<file path="src/rtl/scroll_seq_pkg.sv">
package scroll_seq_pkg;
  typedef enum logic [1:0] {
    PH_ACTIVE = 2'd0,
    PH_REWIND = 2'd1,
    PH_SHIFT  = 2'd2,
    PH_IDLE   = 2'd3
  } phase_e;
endpackage

</file>
<file path="src/rtl/scroll_phase_seq.sv">
module scroll_phase_seq
  import scroll_seq_pkg::*;
#(
  parameter int ACT_TICKS    = 1400,
  parameter int REWIND_TICKS = 400,
  parameter int SHIFT_TICKS  = 8
) (
  input  logic   clk,
  input  logic   rst,
  input  logic   tick_i,
  input  logic   line_go_i,
  output phase_e phase_o,
  output logic   adv_o,
  output logic   line_start_o,
  output logic   stb_o
);
  localparam int MAX_A = (ACT_TICKS >= REWIND_TICKS) ? ACT_TICKS : REWIND_TICKS;
  localparam int MAXC  = (MAX_A >= SHIFT_TICKS) ? MAX_A : SHIFT_TICKS;
  localparam int CW    = $clog2(MAXC + 1);
  localparam logic [CW-1:0] ACT_LAST = CW'(ACT_TICKS - 1);
  localparam logic [CW-1:0] REW_LAST = CW'(REWIND_TICKS - 1);
  localparam logic [CW-1:0] SH_LAST  = CW'(SHIFT_TICKS - 1);

  phase_e        phase_q, phase_nx;
  logic [CW-1:0] cnt_q;
  logic [CW-1:0] last_cnt;

  // Final count and successor of each counting phase
  always_comb begin
    unique case (phase_q)
      PH_ACTIVE: begin last_cnt = ACT_LAST; phase_nx = PH_REWIND; end
      PH_REWIND: begin last_cnt = REW_LAST; phase_nx = PH_SHIFT;  end
      PH_SHIFT:  begin last_cnt = SH_LAST;  phase_nx = PH_IDLE;   end
      default:   begin last_cnt = '0;       phase_nx = PH_IDLE;   end
    endcase
  end

  always_ff @(posedge clk) begin
    if (rst) begin
      phase_q      <= PH_ACTIVE;
      cnt_q        <= '0;
      line_start_o <= 1'b0;
      stb_o        <= 1'b0;
    end else begin
      line_start_o <= 1'b0;
      stb_o        <= tick_i && (phase_q == PH_ACTIVE);
      if (phase_q == PH_IDLE) begin
        if (line_go_i) begin
          phase_q      <= PH_ACTIVE;
          cnt_q        <= '0;
          line_start_o <= 1'b1;
        end
      end else if (tick_i) begin
        if (cnt_q == last_cnt) begin
          cnt_q   <= '0;
          phase_q <= phase_nx;
        end else begin
          cnt_q <= cnt_q + 1'b1;
        end
      end
    end
  end

  assign phase_o = phase_q;
  assign adv_o   = tick_i && (phase_q != PH_IDLE);

  AST_CNT_BOUND: assert property (@(posedge clk) disable iff (rst)
    (phase_q != PH_IDLE) |-> (cnt_q <= last_cnt));
  AST_IDLE_CNT_ZERO: assert property (@(posedge clk) disable iff (rst)
    (phase_q == PH_IDLE) |-> (cnt_q == '0));
  AST_LS_FIRST_CYCLE: assert property (@(posedge clk) disable iff (rst)
    line_start_o |-> (phase_q == PH_ACTIVE && cnt_q == '0));
  AST_STB_AFTER_TICK: assert property (@(posedge clk) disable iff (rst)
    stb_o |-> $past(tick_i));
endmodule

</file>
<file path="src/rtl/scroll_ring_ctr.sv">
module scroll_ring_ctr #(
  parameter int RING   = 1800,
  parameter int ADDR_W = 11
) (
  input  logic              clk,
  input  logic              rst,
  input  logic              adv_i,
  output logic [ADDR_W-1:0] addr_o
);
  localparam logic [ADDR_W-1:0] TOP = ADDR_W'(RING - 1);

  always_ff @(posedge clk) begin
    if (rst)        addr_o <= '0;
    else if (adv_i) addr_o <= (addr_o == TOP) ? '0 : addr_o + 1'b1;
  end

  AST_ADDR_RANGE: assert property (@(posedge clk) disable iff (rst)
    addr_o <= TOP);
  AST_ADDR_STEP: assert property (@(posedge clk) disable iff (rst)
    (adv_i && addr_o != TOP) |=> (addr_o == $past(addr_o) + 1'b1));
  AST_ADDR_WRAP: assert property (@(posedge clk) disable iff (rst)
    (adv_i && addr_o == TOP) |=> (addr_o == '0));
  AST_ADDR_HOLD: assert property (@(posedge clk) disable iff (rst)
    !adv_i |=> $stable(addr_o));
endmodule

</file>
<file path="src/rtl/scroll_pix_latch.sv">
module scroll_pix_latch #(
  parameter int DATA_W = 8
) (
  input  logic              clk,
  input  logic              rst,
  input  logic              stb_i,
  input  logic [DATA_W-1:0] d_i,
  output logic [DATA_W-1:0] q_o
);
  always_ff @(posedge clk) begin
    if (rst)        q_o <= '0;
    else if (stb_i) q_o <= d_i;
  end

  AST_PIX_HOLD: assert property (@(posedge clk) disable iff (rst)
    !stb_i |=> $stable(q_o));
  AST_PIX_LOAD: assert property (@(posedge clk) disable iff (rst)
    stb_i |=> (q_o == $past(d_i)));
endmodule

</file>
<file path="src/rtl/scroll_addr_seq.sv">
module scroll_addr_seq
  import scroll_seq_pkg::*;
#(
  parameter int ACT_TICKS    = 1400,
  parameter int REWIND_TICKS = 400,
  parameter int SHIFT_TICKS  = 8,
  parameter int DATA_W       = 8,
  localparam int RING        = ACT_TICKS + REWIND_TICKS,
  localparam int ADDR_W      = $clog2(RING)
) (
  input  logic              clk,
  input  logic              rst,
  input  logic              tick_i,
  input  logic              line_go_i,
  input  logic [DATA_W-1:0] rd_data_i,
  output logic [ADDR_W-1:0] addr_o,
  output logic              addr_oe_o,
  output logic              line_start_o,
  output logic              pix_stb_o,
  output logic [DATA_W-1:0] pix_o
);
  phase_e phase;
  logic   adv;

  scroll_phase_seq #(
    .ACT_TICKS   (ACT_TICKS),
    .REWIND_TICKS(REWIND_TICKS),
    .SHIFT_TICKS (SHIFT_TICKS)
  ) u_seq (
    .clk         (clk),
    .rst         (rst),
    .tick_i      (tick_i),
    .line_go_i   (line_go_i),
    .phase_o     (phase),
    .adv_o       (adv),
    .line_start_o(line_start_o),
    .stb_o       (pix_stb_o)
  );

  scroll_ring_ctr #(
    .RING  (RING),
    .ADDR_W(ADDR_W)
  ) u_ctr (
    .clk   (clk),
    .rst   (rst),
    .adv_i (adv),
    .addr_o(addr_o)
  );

  scroll_pix_latch #(
    .DATA_W(DATA_W)
  ) u_pix (
    .clk  (clk),
    .rst  (rst),
    .stb_i(pix_stb_o),
    .d_i  (rd_data_i),
    .q_o  (pix_o)
  );

  assign addr_oe_o = (phase == PH_ACTIVE);

  AST_LS_DRIVES_BUS: assert property (@(posedge clk) disable iff (rst)
    line_start_o |-> (addr_oe_o && !$past(addr_oe_o)));
  AST_IDLE_NO_MOVE: assert property (@(posedge clk) disable iff (rst)
    (phase == PH_IDLE) |=> $stable(addr_o));
endmodule

</file>
<file path="config.mk">
export PLATFORM = sky130hd
export DESIGN_NAME = scroll_addr_seq
export DESIGN_NICKNAME = d
export VERILOG_FILES = /design/src/rtl/scroll_seq_pkg.sv /design/src/rtl/scroll_phase_seq.sv /design/src/rtl/scroll_ring_ctr.sv /design/src/rtl/scroll_pix_latch.sv /design/src/rtl/scroll_addr_seq.sv
export SDC_FILE = /design/constraint.sdc
export NUM_CORES = 1
export LEC_CHECK = 0
export CAP_MARGIN = 15
export CORE_MARGIN = 5
export CORE_UTILIZATION = 40
export CTS_BUF_LIST = sky130_fd_sc_hd__clkbuf_4 sky130_fd_sc_hd__clkbuf_8
export DETAILED_ROUTE_END_ITERATION = 7
export PLACE_DENSITY = 0.67
export SLEW_MARGIN = 15
export SYNTH_ARGS = -nofsm -noshare
export SYNTH_HDL_FRONTEND = slang
export SYNTH_HIERARCHICAL = 1
export SYNTH_SLANG_ARGS = --single-unit
</file>
<file path="constraint.sdc">
create_clock -name clk -period 6.49 [get_ports clk]
set_input_delay 1.298 -clock clk [delete_from_list [all_inputs] [get_ports clk]]
set_output_delay 1.298 -clock clk [all_outputs]
set_load 0.02 [all_outputs]
</file>
Yosys cells after proc, flatten, opt, wreduce, memory -nomap -nowiden
Cells that the tools add are included.
- bitwise operators: 1
- add/sub/neg operators: 2
- multiplexer cells: 12
- reduce and logical (&&, ||, !) cells: 8
- equal/unequal tests: 7
- operator list (cell ; count):
    11-bit 2-to-1 mux ; 5
    11-bit one-hot mux with 3 select lines ; 1
    11-bit by 1-bit adder with 11-bit output (second input constant) ; 2
    11-bit == test ; 1
    11-bit == test (second input constant) ; 1
    2-bit 2-to-1 mux ; 4
    2-bit == test (second input constant) ; 2
    2-bit inequality test (second input constant) ; 2
    2-bit one-hot mux with 2 select lines ; 1
    2-bit nonzero test ; 2
    3-bit AND reduction ; 1
    2-bit by 1-bit == test with 1-bit output (second input constant) ; 1
    1-bit logical AND ; 2
    2-bit logical NOT ; 1
    2-bit AND reduction ; 1
    2-bit OR reduction ; 1
    1-bit 2-to-1 mux ; 1
    1-bit NOT ; 1
- word-level logic and storage cells: 36
- flip-flop bits (word level): 34
- output and inout bits: 22
- input port bits: 12

Logic depth before layout (Yosys ltp)
Gate-level depths: netlist of the first run.
- word-level depth: 6
- depth in mapped cells: 8

Hierarchy
Netlist of the first run, hierarchy kept.
- by module, submodules not included (module ; seq. area each (µm²) ; instances ; cells each ; area each (µm²)):
    scroll_phase_seq ; 300.3 ; 1 ; 101 ; 924.6
    scroll_ring_ctr ; 220.2 ; 1 ; 55 ; 505.5
    scroll_pix_latch ; 160.2 ; 1 ; 26 ; 285.3
    scroll_addr_seq ; 0.0 ; 1 ; 1 ; 3.8

Worst setup path after synthesis of the first run
Ideal clock, no wire load.
- path kind: in2reg
- start point: in tick_i
- end point: reg u_ctr.addr_o[9]
- cell stages on the path: 7
- required time: 6.420 ns
- setup slack: 3.788 ns
- arrival: 2.632 ns
- setup time: 0.070 ns
- cell sequence: nand2b_1 buf_2 inv_1 buf_2 nand4_1 or4_1 a21oi_1
- longest elaborated chain between the ends: 1
- ends and longest elaborated chain (element ; line ; RTL):
    start, declared ; scroll_addr_seq.sv:13 ; input logic tick_i,
    1-bit logical AND ; scroll_phase_seq.sv:65 ; assign adv_o = tick_i && (phase_q != PH_IDLE);
    via adv ; scroll_addr_seq.sv:23 ; logic adv;
    end signal, assigned ; scroll_ring_ctr.sv:14 ; else if (adv_i) addr_o <= (addr_o == TOP) ? '0 : addr_o + 1'b1;
    end, declared ; scroll_ring_ctr.sv:8 ; output logic [ADDR_W-1:0] addr_o
The timed path passes the listed nets, and every way through them passes these cells.
A chain may end at the register's enable or synchronous reset.

Worst setup path after layout of the first run
Same ends and word-level chain as after synthesis.

==> results of run 1 <==
[cell families after synthesis]
kind of cell             after synthesis  synth area share (%)
multiplexers                          10                  5.82
flip-flops                            34                  39.6
adder cells (fa/ha/maj)                6                  4.37
buffers and inverters                 10                  2.84
AND/OR/NAND/NOR                       80                  26.9
XOR/XNOR                              12                  6.11
AO/OA/AOI/OAI                         31                  14.3
[layout make-up]
class / count / area [sq um]
multi-input cells: 139 / 990
well taps: 50 / 62.6
fillers: 394 / 1870
inverters: 4 / 15.0
clock buffers: 5 / 68.8
repair buffers: 33 / 330
clock inverters: 3 / 68.8
flip-flops and latches: 34 / 681
[placed cells by master, fill, tap and decap left out, drive strengths merged, types with 5 or more instances in the layout]
cell type / instances
or3: 5
clkbuf: 5
nor3: 10
nor2: 16
mux2i: 10
xor2: 6
xnor2: 6
a21oi: 8
o21ai: 5
nand2: 14
nand2b: 6
dfxtp: 34
o31ai: 6
nand4: 5
ha: 6
nor4: 6
nand3: 6
clkdlybuf4s50: 33
[per-layer routing]
| metal | vias to the layer above | part of all wire (%) |
|---|---|---|
| li1 | 738 | - |
| met1 | 677 | 47 |
| met2 | 46 | 43 |
| met4 | 0 | 1.3 |
| met5 | - | 0 |
| met3 | 6 | 8.4 |
[critical path: stages]
cell and delay (ns):
clkdlybuf4s50_1 0.48, nand2b_1 0.26, inv_1 0.39, nand4_1 0.31, or4_1 0.54, a21oi_1 0.14
[worst max path at each step]
stage,startpoint,cells after the start,endpoint
after CTS,tick_i,6,u_ctr/addr_o[9]
final,tick_i,6,u_ctr/addr_o[9]
after floorplan,tick_i,7,u_ctr/addr_o[9]
after global placement,tick_i,6,u_ctr/addr_o[0]
after global routing,tick_i,6,u_ctr/addr_o[9]
after detailed placement,tick_i,6,u_ctr/addr_o[9]
[state kept, by name, indices dropped and copies added (netlist names)]
signal and flops:
u_seq/line_start_o 1, u_ctr/addr_o 11, u_seq/stb_o 1, u_seq/phase_o 2, u_pix/q_o 8, u_seq/cnt_q 11
[power by group]
group | internal (mW) | leakage, nW | total, mW | switching [mW]
clock | 0.154 | 0.0683 | 0.236 | 0.0821
sequential | 0.214 | 0.276 | 0.220 | 0.00649
combinational | 0.0198 | 0.439 | 0.0382 | 0.0183
total | 0.387 | 0.783 | 0.494 | 0.107
==> reports/results.ini, run 1 <==
[outcome]
status = finished, final reports clean

[synthesis]
synth_area_leaders = dfxtp_1 40%, mux2i_1 5.8%, ha_1 4.4%
yosysMostFrequentCell = dfxtp_1
synth_top_area_share_pct = 39.6
ys.flop_type = dfxtp_1
syn_area_per_cell_sq_um = 9.39
synth.distinct_cells = 40
synthesis.area_sq_um = 1720
synth_seq_cells = 34
synthArstFlopShare_pct = 0
ys_warn_count = 6
synth_common_cells = 34 x dfxtp_1, 16 x nor2_1, 14 x nand2_1
synthCells = 183
synth_nets = 201
synth-edff-count = 0
yosysSeqAreaShare_pct = 39.6
yosys.area.top_type = dfxtp_1

[grt]
busiest_layer = met2
grt_pass1_wl_um = 5930
grt_pass1_vias = 1254
antenna_found_initial = 0
grtUsageTotal_pct = 13.5
grt_util_met1_pct = 17.6
grt_max_degree = 28
grt_use_met2_pct = 20.7
overflow = 0
use_met3_pct = 4.88

[floorplanning]
dieWidth_um = 75.6
io_pins = 34
core.rowCount = 23
start_util_pct = 42.1
die-area_sq_um = 5710
die_height_um = 75.6
core-area_sq_um = 4090

[critical_path]
r2r-end = u_ctr/addr_o[9]
crit_fanout = 12
ff2ff_setup_slack_ns = 4.02
r2r_start = u_seq/phase_o[0]
arrival_ns = 3.42
endpoint_kind = register
crit_path_start_kind = input pin
cp.required_ns = 6.71
reg2reg_depth = 6
worstSetupPathType = in2reg

[hold_path]
hp-start = u_pix/q_o[1]
holdPathStages = 2
hold_end = u_pix/q_o[1]
hold_path.class = reg2reg

[timing]
setup_viol = 0
final-hold-violation-count = 0
layout_setup_ws_ns = 3.29
fmax_ghz = 0.312
max_slew_margin_pct = 41.5
worst_pin_slew_ns = 0.875
rsz0062_at_grt = false
drv_slew = 0
clock_skew_ns = 0.00633
worst_hold_slack_ns = 0.493
finalCritPeriodShare_pct = 49.3
period_needed_ns = 3.20
fin_tns_setup_ns = 0

[power_and_ir_drop]
leakagePower_nw = 0.783
power.total_mw = 0.494
ir_drop_mv = 0.0913
powerDensity_nw_per_um2 = 223

[final_layout]
diodes = 0
final_area_sq_um = 2220
nets = 235
drive_above_1_share_pct = 7.34
post-route-util_pct = 54.2
final_cells = 268
area_growth_syn_to_layout_pct = 28.9

[placement]
place_congestion = 0.829
place_ws_ns = 3.02
placedCellCount = 260
dp_hpwl_um = 2620
placed_cell_area_sq_um = 2080
portBuffers = 33

[cts]
path_clk_slew_ns = 0.07
cts.htree.levels = 2
cts_buffers = 5
post_cts_buffers = 0
cts_tree = done
postCtsHoldBufs = 0
cts.sinks = 34
insertion_delay_ns = 0.29
cts_resized = 0
cts_root_buffer = clkbuf_8
cts_max_path_buffers = 2

[drt]
drc = 0
ant_nets = 0
vias = 1467
drt-total-wl_um = 3670
drtIter0Drc = 39
firstDrtPassIters = 4
drt-wirelength-per-cell_um = 13.7
vias_per_cell = 5.47

[flow_run]
max_cap_viol_count = 0

Power figures use the tool's default switching activity.
==> run 2, diff against run 1 <==
--- a/config.mk
+++ b/config.mk
@@ -10,7 +10,7 @@
 export CORE_UTILIZATION = 40
 export CTS_BUF_LIST = sky130_fd_sc_hd__clkbuf_4 sky130_fd_sc_hd__clkbuf_8
 export DETAILED_ROUTE_END_ITERATION = 7
-export PLACE_DENSITY = 0.67
+export PLACE_DENSITY = 0.7
 export SLEW_MARGIN = 15
 export SYNTH_ARGS = -nofsm -noshare
 export SYNTH_HDL_FRONTEND = slang
==> constraint.sdc (replaced) <==
create_clock -name clk -period 2.75 [get_ports clk]
set_input_delay 0.55 -clock clk [delete_from_list [all_inputs] [get_ports clk]]
set_output_delay 0.55 -clock clk [all_outputs]
set_load 0.02 [all_outputs]
==> reports/results.ini, run 2 (synthesized netlist as in run 1, its figures left out) <==
[critical_path]
crit_path_start_kind = register
path_delay_family = buffers and inverters
crit_fanout = 9
cp.required_ns = 2.20
cp_num_buf_inv = 1
cp_slowest_stage_delay_ns = 0.69
crit_chain = clkdlybuf4s50_1
endpoint_kind = output pin
cp_slowest_cell = clkdlybuf4s50_1
worstSetupPathType = reg2out
arrival_ns = 1.59

[floorplanning]
start_util_pct = 42.1
core.rowCount = 23
core-area_sq_um = 4090
die-area_sq_um = 5710
die_height_um = 75.6
io_pins = 34
dieWidth_um = 75.6

[placement]
placed_cell_area_sq_um = 2100
dp_hpwl_um = 2850
portBuffers = 33
place_congestion = 0.812

[timing]
period_needed_ns = 2.14
final-hold-violation-count = 0
drv_slew = 0
setup_viol = 0
fin_tns_setup_ns = 0
fmax_ghz = 0.468
worst_pin_slew_ns = 0.567
clock_skew_ns = 0.00787
finalCritPeriodShare_pct = 77.6
max_slew_margin_pct = 62.1
rsz0062_at_grt = false

[final_layout]
layout_commonest_cell = dfxtp_1
final_area_sq_um = 2200
area_growth_syn_to_layout_pct = 27.7
diodes = 0
drive_above_1_share_pct = 8.60
reg.largest.list = u_ctr/addr_o: 11 flops, u_seq/cnt_q: 11 flops, u_pix/q_o: 8 flops
layout_common_cells = 34 x dfxtp_1, 33 x clkdlybuf4s50_1, 16 x nor2_1
nets = 238

[cts]
cts_root_buffer = clkbuf_8
cts_max_path_buffers = 2
postCtsHoldBufs = 0
path_clk_slew_ns = 0.07
cts.sinks = 34
cts_resized = 0
post_cts_buffers = 0
insertion_delay_ns = 0.29
cts.htree.levels = 2
cts_buffers = 5
cts_tree = done

[grt]
overflow = 0
grt_pass1_vias = 1349
antenna_found_initial = 0
grt_pass1_wl_um = 6370
grtUsageTotal_pct = 14.7
grt_max_degree = 27

[drt]
drtIter0Drc = 62
vias_per_cell = 5.46
ant_nets = 0
firstDrtPassIters = 4
vias = 1481
drt-wirelength-per-cell_um = 14.2
drt-total-wl_um = 3850
drc = 0

[power_and_ir_drop]
leakagePower_nw = 0.776
powerDensity_nw_per_um2 = 454
ir_drop_mv = 0.329

[hold_path]
hold_path.class = reg2reg

[flow_run]
max_cap_viol_count = 0

[outcome]
status = finished, final reports clean

[run 2: cell type report]
| cell class | instances | area, sq um |
|---|---|---|
| timing repair buffer | 36 | 353 |
| inverter | 4 | 15.0 |
| clock inverter | 2 | 12.5 |
| tap | 50 | 62.6 |
| clock buffer | 6 | 82.6 |
| multi-input combinational | 139 | 990 |
| fill | 388 | 1890 |
| sequential | 34 | 681 |
[run 2: per-layer routing]
| layer | vias up | wire (um) | track usage [%] |
|---|---|---|---|
| li1 | 752 | - | - |
| met3 | 4 | 262 | 3.83 |
| met2 | 38 | 1680 | 22.5 |
| met5 | - | 0 | 0 |
| met4 | 0 | 50 | 5.83 |
| met1 | 687 | 1860 | 19.6 |
[run 2: metrics by stage]
stage	cells	hold slack (ns)	setup WS, ns	power, mW	utilization [%]
global route	271	0.518	0.522	1.04	53.7
detailed placement	263	0.485	0.513	0.627	51.4
global placement	263	0.472	0.566	0.625	51.4
floorplan	183	0.479	0.667	0.579	-
finish	271	0.496	0.615	0.997	53.7
CTS	271	0.502	0.586	1.01	53.7
[run 2: report_power, final]
| group | switching (mW) | internal [mW] |
|---|---|---|
| sequential | 0.0155 | 0.505 |
| combinational | 0.0444 | 0.0499 |
| clock | 0.182 | 0.201 |
[run 2: worst paths after layout]
kind / startpoint / to / slack, ns / depth (start not counted)
setup / recovery: u_seq/stb_o / pix_stb_o / 0.61 / 1
hold / removal: u_pix/q_o[4] / u_pix/q_o[4] / 0.50 / 2
setup reg to reg: u_seq/phase_o[0] / u_seq/cnt_q[10] / 0.76 / 6
hold reg to reg: u_pix/q_o[4] / u_pix/q_o[4] / 0.50 / 2
